[config.mk]
export PLATFORM = sky130hd
export DESIGN_NAME = countdown_timer
export DESIGN_NICKNAME = d
export VERILOG_FILES = /design/src/rtl/timer_pkg.sv /design/src/rtl/timer_ctrl.sv /design/src/rtl/timer_datapath.sv /design/src/rtl/countdown_timer.sv
export SDC_FILE = /design/constraint.sdc
export NUM_CORES = 1
export LEC_CHECK = 0
export CAP_MARGIN = 10
export CORE_MARGIN = 2
export CORE_UTILIZATION = 31
export CTS_BUF_LIST = sky130_fd_sc_hd__clkbuf_4
export CTS_CLUSTER_SIZE = 30
export DETAILED_ROUTE_END_ITERATION = 8
export DONT_BUFFER_PORTS = 1
export GPL_ROUTABILITY_DRIVEN = 0
export SLEW_MARGIN = 20
export SYNTH_ARGS = -nofsm -noshare
export SYNTH_HDL_FRONTEND = slang
export SYNTH_SLANG_ARGS = --single-unit
[constraint.sdc]
create_clock -name clk -period 3.15 [get_ports clk]
set_input_delay 0.1575 -clock clk [delete_from_list [all_inputs] [get_ports clk]]
set_output_delay 0.1575 -clock clk [all_outputs]
set_load 0.005 [all_outputs]
[src/rtl/timer_pkg.sv]
package timer_pkg;
  localparam int CTRL_W        = 8;
  localparam logic [CTRL_W-1:0] CTRL_RESET = 8'h20;

  localparam int CTL_ONESHOT   = 0;
  localparam int CTL_WIDE      = 1;
  localparam int CTL_DIV_LO    = 2;
  localparam int CTL_DIV_HI    = 3;
  localparam int CTL_IE        = 5;
  localparam int CTL_PERIODIC  = 6;
  localparam int CTL_EN        = 7;

  localparam int IDX_LOAD      = 0;
  localparam int IDX_VALUE     = 1;
  localparam int IDX_CTRL      = 2;
  localparam int IDX_ICLR      = 3;
  localparam int IDX_RAW       = 4;
  localparam int IDX_MASKED    = 5;
  localparam int IDX_BGLOAD    = 6;

  localparam int DIV16_BITS    = 4;
  localparam int DIV256_BITS   = 8;

  typedef struct packed {
    logic loadWr;
    logic bgWr;
    logic restart;
    logic tick;
    logic clrFlag;
    logic enable;
    logic oneShot;
    logic freeRun;
    logic wide;
  } dpCmd_t;
endpackage

[src/rtl/timer_ctrl.sv]
module timer_ctrl
  import timer_pkg::*;
#(
  parameter int ADDR_W = 4,
  parameter int PRE_W  = 8
) (
  input  logic              clk,
  input  logic              rstN,
  input  logic              tickEn,
  input  logic              wrEn,
  input  logic [ADDR_W-1:0] addr,
  input  logic [CTRL_W-1:0] ctrlData,
  output dpCmd_t            cmd,
  output logic [CTRL_W-1:0] ctrlQ,
  output logic              restartQ
);
  logic [PRE_W-1:0] psQ;
  logic             ctrlWr;
  logic             divHit;

  assign ctrlWr = wrEn && (addr == ADDR_W'(IDX_CTRL));

  always_ff @(posedge clk or negedge rstN) begin
    if (!rstN) begin
      ctrlQ    <= CTRL_RESET;
      restartQ <= 1'b0;
      psQ      <= '0;
    end else begin
      restartQ <= ctrlWr && ctrlData[CTL_EN];
      if (ctrlWr) begin
        ctrlQ <= ctrlData;
        psQ   <= '0;
      end else if (tickEn) begin
        psQ <= psQ + 1'b1;
      end
    end
  end

  always_comb begin
    unique case (ctrlQ[CTL_DIV_HI:CTL_DIV_LO])
      2'b01:   divHit = &psQ[DIV16_BITS-1:0];
      2'b10:   divHit = &psQ[DIV256_BITS-1:0];
      default: divHit = 1'b1;
    endcase
  end

  always_comb begin
    cmd.loadWr  = wrEn && (addr == ADDR_W'(IDX_LOAD));
    cmd.bgWr    = wrEn && (addr == ADDR_W'(IDX_BGLOAD));
    cmd.clrFlag = wrEn && (addr == ADDR_W'(IDX_ICLR));
    cmd.restart = restartQ;
    cmd.enable  = ctrlQ[CTL_EN];
    cmd.oneShot = ctrlQ[CTL_ONESHOT];
    cmd.freeRun = !ctrlQ[CTL_ONESHOT] && !ctrlQ[CTL_PERIODIC];
    cmd.wide    = ctrlQ[CTL_WIDE];
    cmd.tick    = tickEn && ctrlQ[CTL_EN] && !ctrlWr && divHit;
  end
endmodule

[src/rtl/timer_datapath.sv]
module timer_datapath
  import timer_pkg::*;
#(
  parameter int DATA_W   = 32,
  parameter int NARROW_W = 16
) (
  input  logic              clk,
  input  logic              rstN,
  input  dpCmd_t            cmd,
  input  logic [DATA_W-1:0] wrData,
  output logic [DATA_W-1:0] cntView,
  output logic [DATA_W-1:0] cntQ,
  output logic [DATA_W-1:0] reloadQ,
  output logic              rawFlag
);
  localparam int HIGH_W = DATA_W - NARROW_W;

  logic [DATA_W-1:0] widthMask;
  logic [DATA_W-1:0] limit;
  logic [DATA_W-1:0] decCnt;
  logic              isZero;
  logic              isOne;
  logic              fire;

  assign widthMask = cmd.wide ? {DATA_W{1'b1}} : {{HIGH_W{1'b0}}, {NARROW_W{1'b1}}};
  assign cntView   = cntQ & widthMask;
  assign isZero    = (cntView == '0);
  assign isOne     = (cntView == DATA_W'(1));
  assign limit     = cmd.freeRun ? widthMask : reloadQ;
  assign decCnt    = cmd.wide ? (cntQ - 1'b1)
                              : {cntQ[DATA_W-1:NARROW_W], cntQ[NARROW_W-1:0] - 1'b1};
  assign fire      = cmd.tick && isOne && !cmd.loadWr && !cmd.restart;

  always_ff @(posedge clk or negedge rstN) begin
    if (!rstN) begin
      reloadQ <= '0;
      cntQ    <= '0;
      rawFlag <= 1'b0;
    end else begin
      if (cmd.loadWr || cmd.bgWr) reloadQ <= wrData;

      if (cmd.loadWr)
        cntQ <= cmd.freeRun ? widthMask : wrData;
      else if (cmd.restart)
        cntQ <= limit;
      else if (cmd.enable && isZero && !cmd.oneShot)
        cntQ <= limit;
      else if (cmd.tick && !isZero)
        cntQ <= decCnt;

      if (fire)             rawFlag <= 1'b1;
      else if (cmd.clrFlag) rawFlag <= 1'b0;
    end
  end
endmodule

[src/rtl/countdown_timer.sv]
module countdown_timer
  import timer_pkg::*;
#(
  parameter int ADDR_W   = 4,
  parameter int DATA_W   = 32,
  parameter int NARROW_W = 16,
  parameter int PRE_W    = 8
) (
  input  logic              clk,
  input  logic              rstN,
  input  logic              tickEn,
  input  logic              wrEn,
  input  logic [ADDR_W-1:0] addr,
  input  logic [DATA_W-1:0] wrData,
  output logic [DATA_W-1:0] rdData,
  output logic              irqOut
);
  dpCmd_t            cmd;
  logic [CTRL_W-1:0] ctrlQ;
  logic              restartQ;
  logic [DATA_W-1:0] cntView;
  logic [DATA_W-1:0] cntQ;
  logic [DATA_W-1:0] reloadQ;
  logic              rawFlag;
  logic              maskedFlag;

  timer_ctrl #(.ADDR_W(ADDR_W), .PRE_W(PRE_W)) ctrl_i (
    .clk(clk), .rstN(rstN), .tickEn(tickEn), .wrEn(wrEn), .addr(addr),
    .ctrlData(wrData[CTRL_W-1:0]), .cmd(cmd), .ctrlQ(ctrlQ), .restartQ(restartQ)
  );

  timer_datapath #(.DATA_W(DATA_W), .NARROW_W(NARROW_W)) dp_i (
    .clk(clk), .rstN(rstN), .cmd(cmd), .wrData(wrData),
    .cntView(cntView), .cntQ(cntQ), .reloadQ(reloadQ), .rawFlag(rawFlag)
  );

  assign maskedFlag = rawFlag && ctrlQ[CTL_IE];
  assign irqOut     = maskedFlag;

  always_comb begin
    rdData = '0;
    if (addr == ADDR_W'(IDX_LOAD) || addr == ADDR_W'(IDX_BGLOAD)) rdData = reloadQ;
    else if (addr == ADDR_W'(IDX_VALUE))  rdData = cntView;
    else if (addr == ADDR_W'(IDX_CTRL))   rdData = DATA_W'(ctrlQ);
    else if (addr == ADDR_W'(IDX_RAW))    rdData = DATA_W'(rawFlag);
    else if (addr == ADDR_W'(IDX_MASKED)) rdData = DATA_W'(maskedFlag);
  end
endmodule

---- Word level (Yosys, flattened, before mapping) ----
Cells that the tools add are included.
word-level totals
  register bits after elaboration ......... 82
  bits of input ports ..................... 40
  output and inout bits ................... 33
  logic and storage cells ................. 71
operators by class
  add/subtract/negate cells ............... 3
  eq/ne operators ......................... 9
  mux-type cells .......................... 18
  bitwise logic cells ..................... 1
  reduce and logical (&&, ||, !) cells .... 33
operators with widths
  cell                                                count
  2-to-1 mux 32 bit                                   10
  bitwise AND 32 bit                                  1
  == test 32 x 1 -> 1 bit, second input constant      1
  zero test 32 bit                                    1
  subtractor 32 x 1 -> 32 bit, second input constant  1
  2-to-1 mux 8 bit                                    3
  logical AND 1 bit                                   16
  subtractor 16 x 1 -> 16 bit, second input constant  1
  == test 4 x 3 -> 1 bit, second input constant       3
  adder 8 x 1 -> 8 bit, second input constant         1
  == test 4 x 2 -> 1 bit, second input constant       2
  AND reduction 8 bit                                 1
  nonzero test 4 bit                                  2
  zero test 1 bit                                     6
  == test 4 x 1 -> 1 bit, second input constant       1
  zero test 4 bit                                     1
  2-to-1 mux 1 bit                                    4
  AND reduction 4 bit                                 1
  nonzero test 2 bit                                  2
  == test 2 x 1 -> 1 bit, second input constant       1
  == test 2 bit, second input constant                1
  logical OR 1 bit                                    2
  case mux 1 bit (2 select lines)                     1
  AND reduction 2 bit                                 1

---- Logic depth before layout (Yosys ltp) ----
  word-level depth ........................ 10
  gate-level depth with buffers ........... 11
  gate-level depth less buffers ........... 9

---- Hierarchy ----
A second synthesis with hierarchy kept.
second synthesis, totals
  cells, all modules ...................... 580
  area total of the unflattened synthesis .. 5,624.1 µm²
by module, submodules not included
  module           instances  cells an instance  area each (µm²)  seq. area each (µm²)
  timer_datapath   1          443                4,250.3          1,626.6
  timer_ctrl       1          79                 869.6            426.7
  countdown_timer  1          58                 504.2            0.0

---- Worst setup path after synthesis ----
Ideal clock, no wire load.
  path kind ............................... register to register
  start point ............................. register dp_i.cntQ[19]
  end point ............................... register dp_i.cntQ[16]
  setup time .............................. 131 ps
  data arrival time ....................... 2,577 ps
  data required time ...................... 3,019 ps
  path slack .............................. 442 ps
  stages on the path, launching flop included .. 11
  buffers on the path ..................... 3
  cells stage by stage .................... dfrtp_1 buf_6 or4_1 buf_2 or4_4 o21ai_4 a21oi_2 and2_1 buf_2 a221oi_1 nor3_1
between the ends
  longest elaborated chain between the ends .. 7
RTL lines
  what                             RTL line              RTL
  start, declared                  timer_datapath.sv:12  output logic [DATA_W-1:0] cntQ,
  start signal, assigned           timer_datapath.sv:43  cntQ <= cmd.freeRun ? widthMask : wrData;
  start signal, assigned           timer_datapath.sv:45  cntQ <= limit;
  start signal, assigned           timer_datapath.sv:47  cntQ <= limit;
  bitwise AND 32 bit *             timer_datapath.sv:26  assign cntView = cntQ & widthMask;
  zero test 32 bit *               timer_datapath.sv:27  assign isZero = (cntView == '0);
  logical AND 1 bit (2 in series)  timer_datapath.sv:46  else if (cmd.enable && isZero && !cmd.oneShot)
  2-to-1 mux 32 bit                timer_datapath.sv:46
  2-to-1 mux 32 bit                timer_datapath.sv:44  else if (cmd.restart)
  2-to-1 mux 32 bit                timer_datapath.sv:42  if (cmd.loadWr)
Every way passes the cells marked *; elsewhere a longest branch is shown, timed or not.
A chain may end at the register's enable or synchronous reset.

---- Worst setup path in the final report ----
  start point ............................. register dp_i.cntQ[19]
  end point ............................... register dp_i.cntQ[5]
The elaborated chain is that of the path after synthesis.

==> impl_metrics.env <==
export IMPL_root_buffer="clkbuf_4"
export IMPL_clk_insertion_delay_late_ps=470
export IMPL_fill_cells=1644
export IMPL_p_int_mw=2.20
export IMPL_r2r_cells=9
export IMPL_arrival_ps=3280
export IMPL_postRouteAntennaNets=0
export IMPL_power_frac_seq_pct=50.5
export IMPL_synth_cell_types=69
export IMPL_drive_gt1_share_pct=16.4
export IMPL_finalInstanceArea_mm2=0.00587
export IMPL_cts_tree="yes"
export IMPL_coreArea_mm2=0.0159
export IMPL_dr_total_vias=4484
export IMPL_dr_pass1_iters=6
export IMPL_ir_worst_vdd_mv=0.199
export IMPL_crit_path_end_kind="register"
export IMPL_synth_nets=580
export IMPL_crit_required_ps=3500
export IMPL_dieHeight_um=132
export IMPL_pwr_share_clk_pct=17.2
export IMPL_synth_seq_cells=82
export IMPL_synth_edff_count=0
export IMPL_grt_pass1_wl_um=24300
export IMPL_power_density_mw_per_mm2=614
export IMPL_pwr_share_comb_pct=32.3
export IMPL_regArea_mm2=0.00205
export IMPL_fin_cells=792
export IMPL_hp_class="in2reg"
export IMPL_multiInputGateArea_mm2=0.00279
export IMPL_routedWlPerCell_um=18.7
export IMPL_hold_viol=0
export IMPL_setup_viol=0
export IMPL_min_period_ps=2930
export IMPL_initialDrtViolationCount=459
export IMPL_synth_area_mm2=0.00507
export IMPL_rows=46
export IMPL_crit_end="dp_i.cntQ[5]$_DFFE_PN0P_"
export IMPL_syn_inst=535
export IMPL_crit_type="reg2reg"
export IMPL_cts_clk_slew_worst_paths_ps=130
export IMPL_crit_fanout=13
export IMPL_die_w_um=132
export IMPL_cp_start_kind="register"
export IMPL_post_dp_hpwl_um=10500
export IMPL_h_tree_depth=3
export IMPL_synth_top_cell_area_share_pct=40.0
export IMPL_clockBufferDepth=2
export IMPL_r2r_slack_ps=220
export IMPL_fin_crit_sh_pct=93.2
export IMPL_grt_usage_pct=17.4
export IMPL_post_place_ws_ps=223
export IMPL_drv_slew=0
export IMPL_numCtsBuffers=9
export IMPL_synth_top_area_cell="dfrtp_1"
export IMPL_timing_rr_start="dp_i.cntQ[19]$_DFFE_PN0P_"
export IMPL_clock_sinks=82
export IMPL_avgSynthCellArea_um2=9.48
export IMPL_area_growth_pct=15.8
export IMPL_placed_cell_area_mm2=0.00533
export IMPL_fin_setup_tns_ps=0
export IMPL_grt_pass1_vias=4450
export IMPL_synth_area_leaders="dfrtp_1 (40%), mux2_2 (8.4%), a22o_1 (5.2%)"
export IMPL_port_buffers=0
export IMPL_ys_seq_area_share_pct=40.5
export IMPL_overflow=0
export IMPL_die_area_mm2=0.0174
export IMPL_slew_headroom_pct=39.7
export IMPL_status="complete, no violations"
export IMPL_worstReg2RegEnd="dp_i.cntQ[5]$_DFFE_PN0P_"
export IMPL_synth_yosys_warnings=0
export IMPL_final_net_count=614
export IMPL_fin_ws_ps=215
export IMPL_io_pins=73
export IMPL_dp_cells=735
export IMPL_clock_skew_ps=20.4
export IMPL_swShare_pct=39.0
export IMPL_fmax_mhz=341
export IMPL_async_flop_share_pct=100
export IMPL_p_leak_nw=2.38
export IMPL_synth_common_cells="dfrtp_1 (81), nor2_1 (46), nand2_1 (44)"
export IMPL_wl_um=14800
export IMPL_worst_pin_slew_ps=903
export IMPL_post_cts_resized=0
export IMPL_crit_path_start="dp_i.cntQ[19]$_DFFE_PN0P_"
export IMPL_vias_per_cell=5.66
export IMPL_start_util_pct=31.8
export IMPL_antenna_found_initial=2
export IMPL_synth_most_common_cell="dfrtp_1"
export IMPL_ys_flop_type="dfrtp_1"
export IMPL_cap_viol_max_count=0
export IMPL_netSwitchingPower_mw=1.41
export IMPL_drcViolationCount=0
export IMPL_grt_max_degree=83
export IMPL_rsz0062_at_grt="false"
-- area by class of cell --
type                            instances  share of cell area, %
Multi-Input combinational cell        402                   47.4
Clock inverter                          5                  0.810
Inverter                               11                  0.703
Sequential cell                        82                   35.0
Clock buffer                           11                   1.41
Timing Repair Buffer                   63                   10.0
Antenna cell                            2                 0.0852
Tap cell                              216                   4.60
-- worst max-delay path, cell delays in order, from the launching register on --
cell and delay, ps:
dfrtp_1 490, or4_1 580, buf_4 180, nor4_1 360, a21boi_0 190, o21ai_2 350
and2_1 200, buf_4 190, nor2_1 60, a22o_1 200
-- sequential cells by signal (all words and copies together) (netlist names) --
register         count
dp_i.cntQ           32
dp_i.reloadQ        32
ctrl_i.ctrlQ         8
ctrl_i.psQ           8
ctrl_i.restartQ      1
dp_i.rawFlag         1
-- logic make-up (layout without fill, tap and decap cells) --
logic type	Yosys count	count (layout)	share of synthesized area, %
other	0	2	0
xor gates and xnor gates	29	29	5.01
buffers and inverters	51	90	4.79
adders and majority gates	5	5	1.23
and+or+nand+nor	195	195	19.7
DFF	82	82	40.5
muxes	39	39	8.64
AOI/OAI and AO/OA	134	134	20.2
-- stage by stage --
| stage | hold slack [ps] | total power [mW] | util (%) |
|---|---|---|---|
| finish | 21.9 | 3.60 | 36.8 |
| floorplan | -138 | 2.61 | - |
| global placement | -132 | 2.88 | 33.4 |
| global route | 41.8 | 3.85 | 36.8 |
| detailed placement | -132 | 2.93 | 33.4 |
| CTS | 2.50 | 3.63 | 36.8 |
-- worst min path at each step --
stage | startpoint | endpoint | slack, ps | depth (start not counted)
after floorplan | rstN | ctrl_i.ctrlQ[0]$_DFFE_PN0P_ | -140 | 0
after global placement | rstN | dp_i.reloadQ[27]$_DFFE_PN0P_ | -130 | 0
after detailed placement | rstN | dp_i.reloadQ[13]$_DFFE_PN0P_ | -130 | 0
after CTS | wrData[12] | dp_i.cntQ[12]$_DFFE_PN0P_ | 3 | 3
after global routing | wrData[12] | dp_i.cntQ[12]$_DFFE_PN0P_ | 40 | 3
final | wrData[12] | dp_i.cntQ[12]$_DFFE_PN0P_ | 20 | 3
-- power by group through the flow --
stage	Clock [mW]	Combinational (mW)	Sequential, mW
CTS	0.642	1.17	1.81
detailed placement	0	1.09	1.83
finish	0.619	1.17	1.82
global route	0.675	1.30	1.88
global placement	0	1.06	1.82
floorplan	0	0.951	1.66
-- cell usage in the layout (no fill, tap or decap), drive strengths merged, types with 20 or more instances in the layout --
cell / Yosys / layout
buf: 15 / 25
nor2: 47 / 47
dfrtp: 81 / 81
mux2: 38 / 38
a22o: 30 / 30
a21oi: 22 / 22
nand2: 44 / 44
nor3: 38 / 38
o21ai: 20 / 20
dlygate4sd3: 0 / 38
-- layer usage --
layer | vias to the layer above | GRT usage [%] | wire, µm
li1 | 2082 | - | -
met1 | 2240 | 23.2 | 6500
met2 | 145 | 27.2 | 7070
met3 | 17 | 4.27 | 1010
met4 | 0 | 6.88 | 258
met5 | - | 0 | 0
-- repair_timing --
| item | 4_1_cts | 5_1_grt |
|---|---|---|
| hold endpoints to repair | 156 | 0 |
| buffers inserted | 0 | 0 |
| hold buffers | 39 | 0 |
Note: power is estimated with default switching activity, not from simulation.
